--- src/rtl/bpf_pkg.sv ---
package bpf_pkg;
  typedef enum logic [1:0] {
    ST_IDLE = 2'd0,
    ST_TIME = 2'd1,
    ST_RST  = 2'd2,
    ST_DONE = 2'd3
  } bpf_state_e;
endpackage

--- src/rtl/bpf_timeout_ctr.sv ---
module bpf_timeout_ctr #(
  parameter int TIMEOUT_TICKS = 5000
) (
  input  logic clk,
  input  logic rst_n,
  input  logic run_i,
  input  logic clr_i,
  input  logic tick_i,
  output logic expire_o
);
  localparam int CW = $clog2(TIMEOUT_TICKS + 1);

  logic [CW-1:0] cnt_q;

  assign expire_o = run_i && tick_i && (cnt_q == CW'(TIMEOUT_TICKS - 1));

  always_ff @(posedge clk or negedge rst_n) begin
    if (!rst_n)              cnt_q <= '0;
    else if (clr_i || !run_i) cnt_q <= '0;
    else if (tick_i && !expire_o) cnt_q <= cnt_q + 1'b1;
  end
endmodule

--- src/rtl/bpf_rst_pulse.sv ---
module bpf_rst_pulse #(
  parameter int RST_CYCLES = 8
) (
  input  logic clk,
  input  logic rst_n,
  input  logic start_i,
  input  logic kill_i,
  output logic pulse_o,
  output logic last_o
);
  localparam int RW = $clog2(RST_CYCLES + 1);

  logic [RW-1:0] cnt_q;

  assign pulse_o = (cnt_q != '0);
  assign last_o  = (cnt_q == RW'(1));

  always_ff @(posedge clk or negedge rst_n) begin
    if (!rst_n)          cnt_q <= '0;
    else if (kill_i)     cnt_q <= '0;
    else if (start_i)    cnt_q <= RW'(RST_CYCLES);
    else if (pulse_o)    cnt_q <= cnt_q - 1'b1;
  end
endmodule

--- src/rtl/bpf_ctrl.sv ---
module bpf_ctrl
  import bpf_pkg::*;
#(
  parameter int N_CPU         = 4,
  parameter int TIMEOUT_TICKS = 5000,
  parameter int RST_CYCLES    = 8,
  localparam int IDXW         = (N_CPU > 1) ? $clog2(N_CPU) : 1
) (
  input  logic             clk,
  input  logic             rst_n,
  input  logic             por_i,
  input  logic             hard_rst_i,
  input  logic             halt_i,
  input  logic             tick_i,
  input  logic [N_CPU-1:0] present_i,
  output logic [N_CPU-1:0] cpu_en_o,
  output logic             evt_vld_o,
  output logic [IDXW-1:0]  evt_idx_o,
  output logic             sys_rst_o,
  output logic             desp_o
);

  // Search for the first set bit of cand, starting at start and wrapping.
  // The top bit of the result says whether anything was found.
  function automatic logic [IDXW:0] pick_from(input logic [N_CPU-1:0] cand,
                                              input logic [IDXW-1:0]  start);
    logic [IDXW:0] res;
    int p;
    res = '0;
    for (int k = N_CPU - 1; k >= 0; k--) begin
      p = int'(start) + k;
      if (p >= N_CPU) p = p - N_CPU;
      if (cand[p]) res = {1'b1, IDXW'(p)};
    end
    return res;
  endfunction

  function automatic logic [IDXW-1:0] after(input logic [IDXW-1:0] idx);
    return (idx == IDXW'(N_CPU - 1)) ? '0 : idx + 1'b1;
  endfunction

  bpf_state_e       state_q;
  logic [N_CPU-1:0] pres_q, fail_q;
  logic [IDXW-1:0]  cur_q;
  logic             desp_q;

  // named internal events
  logic             timeout_hit;
  logic             fail_take;
  logic             boot_ok;
  logic             rst_last;
  logic             restart;
  logic [N_CPU-1:0] cur_oh, fail_nx;
  logic [IDXW:0]    heal_pick, rr_pick, first_pick;

  assign restart    = por_i || (hard_rst_i && state_q != ST_IDLE);
  assign boot_ok    = (state_q == ST_DONE);
  assign fail_take  = timeout_hit && !halt_i && !restart;
  assign cur_oh     = N_CPU'(1) << cur_q;
  assign fail_nx    = fail_q | cur_oh;
  assign heal_pick  = pick_from(pres_q & ~fail_nx, after(cur_q));
  assign rr_pick    = pick_from(pres_q, after(cur_q));
  assign first_pick = pick_from(present_i, '0);

  bpf_timeout_ctr #(.TIMEOUT_TICKS(TIMEOUT_TICKS)) u_tmo (
    .clk      (clk),
    .rst_n    (rst_n),
    .run_i    (state_q == ST_TIME),
    .clr_i    (restart),
    .tick_i   (tick_i),
    .expire_o (timeout_hit)
  );

  bpf_rst_pulse #(.RST_CYCLES(RST_CYCLES)) u_rst (
    .clk     (clk),
    .rst_n   (rst_n),
    .start_i (fail_take),
    .kill_i  (restart),
    .pulse_o (sys_rst_o),
    .last_o  (rst_last)
  );

  always_ff @(posedge clk or negedge rst_n) begin
    if (!rst_n) begin
      state_q   <= ST_IDLE;
      pres_q    <= '0;
      fail_q    <= '0;
      cur_q     <= '0;
      desp_q    <= 1'b0;
      evt_vld_o <= 1'b0;
      evt_idx_o <= '0;
    end else begin
      evt_vld_o <= 1'b0;
      if (por_i) begin
        pres_q  <= present_i;
        fail_q  <= '0;
        desp_q  <= 1'b0;
        cur_q   <= first_pick[IDXW-1:0];
        state_q <= first_pick[IDXW] ? ST_TIME : ST_IDLE;
      end else if (restart) begin
        state_q <= ST_TIME;
      end else begin
        unique case (state_q)
          ST_TIME: begin
            if (halt_i) begin
              state_q <= ST_DONE;
            end else if (fail_take) begin
              evt_vld_o <= 1'b1;
              evt_idx_o <= cur_q;
              state_q   <= ST_RST;
              if (desp_q) begin
                cur_q <= rr_pick[IDXW-1:0];
              end else begin
                fail_q <= fail_nx;
                if (heal_pick[IDXW]) begin
                  cur_q <= heal_pick[IDXW-1:0];
                end else begin
                  desp_q <= 1'b1;
                  cur_q  <= rr_pick[IDXW-1:0];
                end
              end
            end
          end
          ST_RST:  if (rst_last) state_q <= ST_TIME;
          default: ;
        endcase
      end
    end
  end

  always_comb begin
    if (state_q == ST_IDLE) cpu_en_o = '0;
    else if (desp_q)        cpu_en_o = cur_oh;
    else                    cpu_en_o = pres_q & ~fail_q;
  end

  assign desp_o = desp_q;

endmodule

--- config.mk ---
export PLATFORM = sky130hd
export DESIGN_NAME = bpf_ctrl
export DESIGN_NICKNAME = d
export VERILOG_FILES = /design/src/rtl/bpf_pkg.sv /design/src/rtl/bpf_timeout_ctr.sv /design/src/rtl/bpf_rst_pulse.sv /design/src/rtl/bpf_ctrl.sv
export SDC_FILE = /design/constraint.sdc
export NUM_CORES = 1
export LEC_CHECK = 0
export BUFFER_PORTS_ARGS = -buffer_cell sky130_fd_sc_hd__buf_2
export CORE_MARGIN = 1
export CORE_UTILIZATION = 60
export CTS_BUF_LIST = sky130_fd_sc_hd__clkbuf_8
export DETAILED_ROUTE_END_ITERATION = 6
export PLACE_DENSITY = 0.8
export SLEW_MARGIN = 5
export SYNTH_ARGS = -nofsm -noshare
export SYNTH_HDL_FRONTEND = slang
export SYNTH_SLANG_ARGS = --single-unit
--- constraint.sdc ---
create_clock -name clk -period 5.1 [get_ports clk]
set_clock_uncertainty 0.1 [all_clocks]
set_input_delay 0.255 -clock clk [delete_from_list [all_inputs] [get_ports clk]]
set_output_delay 0.255 -clock clk [all_outputs]
set_load 0.01 [all_outputs]
==> results.py <==
metrics = {
    "place": {
        "hpwlAfterDp_um": 3062,
        "port_buffers": 18,
        "placed_cell_area_um2": 2156,
        "final_estimated_routing_congestion_in_global_placement": 0.9550,
    },
    "setup_path": {
        "cp_data_required_time_ns": 5.21,
        "most_frequent_cell_on_the_critical_path": "sky130_fd_sc_hd__nor3_1",
        "cp_data_arrival_time_ns": 2.73,
        "critPathMaxFanout": 11,
        "crit_chain": "inv_1 > ha_1 > nor3b_1 > nor3_1 > a2111oi_0 > nor3_1 > a311o_1 > a21oi_1",
        "crit_slowest_cell": "sky130_fd_sc_hd__dfrtp_1",
        "critPathCaptureType": "flop",
        "critical_path_class": "flop to flop",
        "cp_slowest_stage_delay_ns": 0.54,
        "critPathBufInv": 1,
        "crit_path_start_kind": "flop",
        "cp_top_family": "compound AO/OA/AOI/OAI gates",
    },
    "detailed_routing": {
        "detailedRoute.firstPassIterationCount": 4,
        "top_layer_used": "met4",
        "detail_route.wirelength.met1_um": 2103,
        "wl_met3_um": 215,
        "remaining_drc_errors": 0,
        "antenna_violating_nets_post_route": 0,
        "route.detailed.vias_per_inst": 5.966,
        "avgRoutedWirePerCell_um": 14.53,
        "via_count": 1730,
        "finalWirelength_um": 4213,
        "first_iter_violations": 89,
        "met2_length_um": 1862,
    },
    "clocking": {
        "clockBufferDepth": 2,
        "tritoncts": "built",
        "skew_pair_late_insertion_delay_ns": 0.28,
        "cts_setup_buffers": 0,
        "ctsResizeCount": 0,
        "cts_num_sinks": 33,
        "path_clk_slew_ns": 0.07,
        "h_tree_lvl_count": 2,
        "cts_made_buffers": 5,
        "cts_root_buf": "sky130_fd_sc_hd__clkbuf_8",
    },
    "synth": {
        "syn_nets": 248,
        "asyncSetResetFlopFracSynth": 1.000,
        "synth.cells.most_frequent": "sky130_fd_sc_hd__dfrtp_1, sky130_fd_sc_hd__nor2_1, sky130_fd_sc_hd__a21oi_1, sky130_fd_sc_hd__nand2_1, sky130_fd_sc_hd__inv_1",
        "synth.lib_cells_used.distinct": 47,
        "synth-seq-cells": 33,
        "synth_edf_count": 0,
        "most_frequently_used_flop_master_after_synthesis": "sky130_fd_sc_hd__dfrtp_1",
        "proportion_of_netlist_area_held_by_the_largest_area_contributor": 0.4034,
        "ys_warn_count": 0,
        "synth_area_leader_cell": "sky130_fd_sc_hd__dfrtp_1",
        "ys_seq_area_frac": 0.4034,
        "netlist_area_um2": 2047,
        "netlist_instances": 228,
        "postSynthAreaPerCell_um2": 8.978,
        "yosys.cell_count.top_type": "sky130_fd_sc_hd__dfrtp_1",
        "synth_top_cells_by_area": "sky130_fd_sc_hd__dfrtp_1, sky130_fd_sc_hd__ha_1, sky130_fd_sc_hd__a21oi_1",
    },
    "floorplanning": {
        "chipWidth_um": 60.41,
        "core_region_area_um2": 3153,
        "die_height_um": 60.41,
        "boundaryPins": 19,
        "die_area_um2": 3649,
        "row_count": 20,
        "start_util": 0.6492,
    },
    "job": {
        "max_cap_violations": 0,
    },
    "cells_and_area": {
        "finish.utilization": 0.7238,
        "layout.filler_cells": 245,
        "design.final.nets": 265,
        "layout-area-overhead-vs-synth_pct": 11.49,
        "diodes": 0,
        "drive_gt1_frac": 0.1626,
        "layout.cell_area.non_filler_um2": 2282,
    },
    "global_route": {
        "antenna_found_initial": 0,
        "pin_count_of_the_biggest_net_entering_global_routing": 34,
        "grt_pass1_vias": 1474,
        "grt-ovfl-total": 0,
        "grt_pass1_wl_um": 6900,
        "groute.usage.overall": 0.2562,
    },
    "sta": {
        "fmax_mhz": 381.4,
        "final.min_clock_period_ns": 2.622,
        "finalSetupViolations": 0,
        "worst_pin_slew_ns": 0.7406,
        "post-route-period-util": 0.5140,
        "totalNegativeSetupSlack_ns": 0,
        "finalHoldViolations": 0,
        "rsz0062_at_grt": "no",
        "report.final.slew_viol_count": 0,
        "max-slew-margin-rel": 0.5063,
    },
    "power": {
        "power.density_cell_area_nw_per_um2": 321.4,
        "total_leakage_power_nw": 0.9859,
        "worst_ir_drop_on_vdd_uv": 266.1,
        "p_total_w": 0.0007335,
    },
    "min_path": {
        "min-delay-path-class": "input pin to flop",
    },
    "status": {
        "outcome": "complete, no violations",
    },
}
==> power by group <==
part | switching [W] | internal (W) | leakage [nW]
Clock | 0.0000947 | 0.000157 | 0.0626
Combinational | 0.000107 | 0.0000781 | 0.480
Sequential | 0.0000200 | 0.000276 | 0.443
==> timing repair <==
action | 4_1_cts | 5_1_grt
endpoints found under the setup margin | 0 | 0
hold buffers | 1 | 0
endpoints found under the hold margin | 33 | 0
==> cell type report <==
| class | count | area, um^2 | area share |
|---|---|---|---|
| Clock inverter | 2 | 33.78 | 0.01480 |
| Inverter | 11 | 41.29 | 0.01809 |
| Timing Repair Buffer | 19 | 100.1 | 0.04386 |
| Sequential cell | 33 | 825.8 | 0.3618 |
| Multi-Input combinational cell | 175 | 1144 | 0.5011 |
| Clock buffer | 6 | 82.58 | 0.03618 |
| Tap cell | 44 | 55.05 | 0.02412 |
==> routing by layer <==
metal / GRT usage / vias to the layer above
li1: - / 853
met1: 0.3779 / 824
met2: 0.3783 / 49
met3: 0.06183 / 4
met4: 0.06818 / 0
met5: 0 / -
==> worst register-to-register path, cell delays in order (launching register included) <==
cell                        delay (ns)
sky130_fd_sc_hd__dfrtp_1          0.54
sky130_fd_sc_hd__inv_1            0.14
sky130_fd_sc_hd__ha_1             0.26
sky130_fd_sc_hd__nor3b_1          0.43
sky130_fd_sc_hd__nor3_1           0.09
sky130_fd_sc_hd__a2111oi_0        0.43
sky130_fd_sc_hd__nor3_1           0.12
sky130_fd_sc_hd__a311o_1          0.29
sky130_fd_sc_hd__a21oi_1          0.14
==> per-stage QoR <==
| stage | cells | hold WS, ns | worst slack (ns) |
|---|---|---|---|
| after floorplan | 228 | -0.1406 | 2.715 |
| after global placement | 281 | 0.2502 | 2.700 |
| after detailed placement | 281 | 0.2609 | 2.562 |
| after CTS | 290 | 0.1239 | 2.548 |
| after global routing | 290 | 0.1502 | 2.317 |
| final | 290 | 0.1325 | 2.478 |
==> final timing paths <==
kind / cells past startpoint / start / endpoint / slack (ns)
setup / recovery: 8 / cur_q[0] / cur_q[1] / 2.48
hold / removal: 3 / present_i[1] / pres_q[1] / 0.13
setup reg to reg: 8 / cur_q[0] / cur_q[1] / 2.48
hold reg to reg: 1 / evt_idx_o[1] / evt_idx_o[1] / 0.40
max in group asynchronous: 2 / rst_n / cur_q[1] / 3.95
min in group asynchronous: 2 / rst_n / fail_q[0] / 0.47
==> layout by cell type, fill, tap and decap left out, drive strengths merged, types with 6 or more instances in the layout <==
cell,count
dfrtp,33
nor2,28
a21oi,23
buf,18
nand2,17
inv,12
ha,10
nor3,10
o21ai,9
nor2b,6
xor2,6
clkbuf,6
==> state kept, by name (all words and copies together) (netlist names) <==
| signal | count |
|---|---|
| cur_q | 2 |
| desp_o | 1 |
| evt_idx_o | 2 |
| evt_vld_o | 1 |
| fail_q | 4 |
| pres_q | 4 |
| state_q | 2 |
| u_rst.cnt_q | 4 |
| u_tmo.cnt_q | 13 |
==> cells by family (layout without fill, tap and decap cells) <==
logic type	count (synthesis)	after routing	synth area share
buf+inv	20	38	0.03789
flops	33	33	0.4034
mux	6	6	0.03178
compound gates	55	55	0.1718
xor+xnor	10	10	0.04279
simple gates	94	94	0.2512
fa+ha+maj	10	10	0.06112
(Power assumes the default switching activity.)
